**src/rtl/dac_cmd_port.sv**
```systemverilog
module dac_cmd_port #(
  parameter int DW = 12
) (
  input  logic          sclk,
  input  logic          rst_n,
  input  logic          frame_n,
  input  logic          sdi,
  output logic [DW-1:0] code_a,
  output logic [DW-1:0] code_b,
  output logic          fast_mode,
  output logic          power_down,
  output logic          update
);
  localparam int WW = DW + 4;
  localparam int CW = $clog2(WW);

  logic [WW-1:0] shreg;
  logic [CW-1:0] bitcnt;
  logic          ready;
  logic [DW-1:0] stage;

  wire [1:0]    sel  = {shreg[WW-1], shreg[WW-4]};
  wire [DW-1:0] data = shreg[DW-1:0];

  always_ff @(negedge sclk or negedge rst_n) begin
    if (!rst_n) begin
      shreg  <= '0;
      bitcnt <= '0;
      ready  <= 1'b0;
    end else if (frame_n) begin
      bitcnt <= '0;
      ready  <= 1'b0;
    end else begin
      shreg  <= {shreg[WW-2:0], sdi};
      bitcnt <= bitcnt + 1'b1;
      ready  <= (bitcnt == CW'(WW - 1));
    end
  end

  always_ff @(posedge sclk or negedge rst_n) begin
    if (!rst_n) begin
      code_a     <= '0;
      code_b     <= '0;
      stage      <= '0;
      fast_mode  <= 1'b0;
      power_down <= 1'b0;
      update     <= 1'b0;
    end else begin
      update <= 1'b0;
      if (ready) begin
        fast_mode  <= shreg[WW-2];
        power_down <= shreg[WW-3];
        case (sel)
          2'b00: begin
            code_b <= data;
            stage  <= data;
            update <= 1'b1;
          end
          2'b01: stage <= data;
          2'b10: begin
            code_a <= data;
            code_b <= stage;
            update <= 1'b1;
          end
          default: ;
        endcase
      end
    end
  end

  p_hold_idle_r8: assert property (@(posedge sclk) disable iff (!rst_n)
    !ready |=> $stable(code_a) && $stable(code_b));

  p_flags_hold_r3: assert property (@(posedge sclk) disable iff (!rst_n)
    !ready |=> $stable(fast_mode) && $stable(power_down));

  p_strobe_pulse_r10: assert property (@(posedge sclk) disable iff (!rst_n)
    update |=> !update);

  p_a_change_r6: assert property (@(posedge sclk) disable iff (!rst_n)
    !$stable(code_a) |-> update);

  p_b_change_r4: assert property (@(posedge sclk) disable iff (!rst_n)
    !$stable(code_b) |-> update);

  p_reserved_r7: assert property (@(posedge sclk) disable iff (!rst_n)
    (ready && sel == 2'b11) |=> !update && $stable(code_a) && $stable(code_b) && $stable(stage));

  p_bufonly_r5: assert property (@(posedge sclk) disable iff (!rst_n)
    (ready && sel == 2'b01) |=> !update && $stable(code_a) && $stable(code_b));
endmodule

```
**config.mk**
```make
export PLATFORM = sky130hd
export DESIGN_NAME = dac_cmd_port
export DESIGN_NICKNAME = d
export VERILOG_FILES = /design/src/rtl/dac_cmd_port.sv
export SDC_FILE = /design/constraint.sdc
export NUM_CORES = 1
export LEC_CHECK = 0
export BUFFER_PORTS_ARGS = -buffer_cell sky130_fd_sc_hd__buf_2
export CAP_MARGIN = 20
export CORE_MARGIN = 2
export CORE_UTILIZATION = 45
export CTS_CLUSTER_SIZE = 8
export DETAILED_ROUTE_END_ITERATION = 7
export GPL_ROUTABILITY_DRIVEN = 0
export REMOVE_ABC_BUFFERS = 1
export SYNTH_ARGS = -nofsm -noshare
export SYNTH_HDL_FRONTEND = slang
export SYNTH_SLANG_ARGS = --single-unit
```
**constraint.sdc**
```tcl
create_clock -name sclk -period 2.6 [get_ports sclk]
set_clock_uncertainty 0.1 [all_clocks]
set_input_delay 0.13 -clock sclk [delete_from_list [all_inputs] [get_ports sclk]]
set_output_delay 0.13 -clock sclk [all_outputs]
set_load 0.005 [all_outputs]
```
Yosys cells after proc, flatten, opt, wreduce, memory -nomap -nowiden. Index checks and enable logic that the tools add are counted.

Register bits after elaboration: 60. Bits in latches: 0. RAM bits: 0. Memory bits (read-only): 0. Input port bits: 4. Output and inout bits: 27. Memories kept: 0.

Add/subtract/negate cells: 1. $mul: 0. Div/mod/pow operators: 0. Magnitude comparators: 0. Equality and inequality tests: 3. Shifts and indexed selects: 0. Mux-type cells: 5. Bitwise gates (word level): 0. Reduce and logical (&&, ||, !) cells: 7.

Operators by type and width (count): $pmux W12 S2 (1); $reduce_and A2 Y1 (3); $add A4 B1 Y4 const B (1); $eq A4 B4 Y1 const B (1); $mux W4 (1); $reduce_or A2 Y1 (2); $mux W1 (3); $eq A2 B1 Y1 const B (1); $eq A2 B2 Y1 const B (1); $logic_not A2 Y1 (1); $reduce_bool A2 Y1 (1).

Depth between registers and ports, before layout.
Depth in word-level cells: 4. Depth in mapped cells: 3. Mapped depth without buffers: 3.

==> results_dict.tcl <==
set metrics [dict create \
    insertion_delay_ns 0.31 \
    overflow 0 \
    p_sw_uw 593 \
    seqPwrFrac 0.461 \
    viasPerCell 4.88 \
    first_iter_violations 70 \
    required_ns 2.71 \
    p_leak_nw 1.64 \
    yosysUniqueCellTypes 16 \
    p_per_area_nw_per_um2 809 \
    yosysMostFrequentCell "mux2_2" \
    syn_inst 145 \
    routed_wl_mm 4.25 \
    path_clk_slew_ns 0.06 \
    async_reset_ff_frac 1.00 \
    drtAntennaViolNets 0 \
    grt_setup_unrepaired "yes" \
    n_antenna_cell 0 \
    initial_core_util 0.471 \
    io_pins 31 \
    switching_share 0.238 \
    p_int_mw 1.90 \
    setup_ws_ns -0.129 \
    drc 0 \
    violations "negative setup slack" \
    wl_per_cell_um 15.6 \
    drv_cap 0 \
    design.core.area_um2 5140 \
    die_area_um2 5980 \
    grtUsageTotal 0.160 \
    yosys.area.top_type "dfrtp_1" \
    grt_pass1_vias 1464 \
    clkPwrFrac 0.361 \
    clk_path_buf_depth 2 \
    antenna_found_initial 0 \
    synth_commonest_cells "mux2_2 (58), dfrtp_1 (39), dfrtn_1 (21)" \
    slew_violations 0 \
    hold_viol_final 0 \
    layout-drive-gt1-share 0.640 \
    grt_max_degree 61 \
    slew_headroom 0.794 \
    worst_ir_drop_vdd_mv 0.576 \
    syn_area_per_cell_um2 16.7 \
    cts-buffers-inserted 9 \
    worst_setup_path_start_kind "register" \
    final_nets 203 \
    grt_pass1_wl_mm 7.22 \
    vias 1331 \
    ys_seq_elements 60 \
    arrival_ns 2.84 \
    htree_levels 3 \
    ys_seq_area_frac 0.621 \
    ys_top_cells_by_area "dfrtp_1 (40%), mux2_2 (27%), dfrtn_1 (22%)" \
    yosys_warnings 0 \
    hpwl_mm 2.87 \
    cts_tree "yes" \
    synth_enable_flop_cells 0 \
    fin_hold_ws_ns 0.245 \
    num_rows 26 \
    die_h_um 77.3 \
    crit_path_max_fanout 6 \
    area_growth_pct 27.4 \
    port_buffers 30 \
    clock-sinks 60 \
    path_class "reg2reg" \
    hp-class "in2async" \
    endpoint_kind "register" \
    root_buffer "clkbuf_8" \
    worstMarginPinSlew_ns 0.309 \
    synth_top_area_frac 0.404 \
    p_comb_frac 0.178 \
    synth_area_um2 2420 \
    totalNegativeSetupSlack_ns -2.97 \
    fp.dieW_um 77.3 \
    setup_violations 36 \
    synth_ff_type "dfrtp_1" \
    outcome "complete, but fails checks" \
    drt-pass1-iter-count 4 \
]
cells in the final DEF (no fill, tap or decap), types with 2 or more instances in the layout:
cell type and n:
buf_12 3, buf_2 30, buf_4 10, buf_6 4
bufinv_16 2, clkbuf_8 10, clkinv_2 3, dfrtn_1 21
dfrtp_1 39, mux2_2 44, mux2_4 23, nor2_1 3
nor2b_1 2
per-stage QoR:
stage	cells	utilization	area, µm²	total power [mW]	setup slack, ns
2_1_floorplan	139	-	2370	1.40	-0.490
3_3_place_gp	256	0.540	2780	1.56	-0.127
3_5_place_dp	256	0.540	2780	1.58	-0.176
4_1_cts	273	0.596	3060	2.51	-0.132
5_1_grt	273	0.599	3080	2.62	-0.163
6_report	273	0.599	3080	2.49	-0.129
cell families after synthesis:
logic type / count (synthesis) / share of synthesized area
xor gates and xnor gates: 1 / 0.00362
buffers and inverters: 6 / 0.0181
DFF: 60 / 0.621
and+or+nand+nor: 10 / 0.0264
muxes: 67 / 0.326
adders and majority gates: 1 / 0.00517
state kept, by name, indices dropped and copies added (netlist names):
signal,flops
shreg,16
ready,1
stage,12
bitcnt,4
update,1
power_down,1
fast_mode,1
code_b,12
code_a,12
final cells by class:
class,count,area [µm²]
multi-input cells,79,935
well taps,70,87.6
repair buffers,48,340
fillers,434,2060
clock inverters,5,75.1
clock buffers,11,141
flip-flops and latches,60,1500
metal layers:
layer  up-vias  routed length (µm)  GRT usage
li1        622                   -          -
met1       678                1950      0.201
met2        25                2080      0.251
met3         6                 143     0.0376
met4         0                  74     0.0964
met5         -                   0          0
power groups by stage:
stage / clock network, mW / logic (mW) / registers (mW)
final: 0.901 / 0.443 / 1.15
after global routing: 0.967 / 0.479 / 1.17
after CTS: 0.930 / 0.432 / 1.15
after detailed placement: 0 / 0.415 / 1.17
after global placement: 0 / 0.400 / 1.16
after floorplan: 0 / 0.240 / 1.16
critical path, stage by stage, from the launching register on:
cell and delay [ns]:
dfrtn_1 0.48, buf_6 0.17, mux2_4 0.31, mux2_4 0.26
worst paths after layout:
path,to,startpoint,cells past startpoint,slack (ns)
setup / recovery,code_b[8],shreg[15],3,-0.13
hold / removal,stage[9],rst_n,3,0.24
setup reg to reg,code_b[8],shreg[15],3,-0.13
hold reg to reg,bitcnt[0],bitcnt[0],1,0.28
max in group asynchronous,shreg[0],rst_n,3,0.68
min in group sclk,bitcnt[0],bitcnt[0],1,0.28
repair_timing:
action / CTS / global route
hold buffers: 1 / 0
gates cloned: 0 / 0
resized for setup: 14 / 5
endpoints found under the setup margin: 36 / 36
buffers inserted: 0 / 0
endpoints found under the hold margin: 39 / 0
pin swaps: 0 / 1
Power figures use the tool's default switching activity.
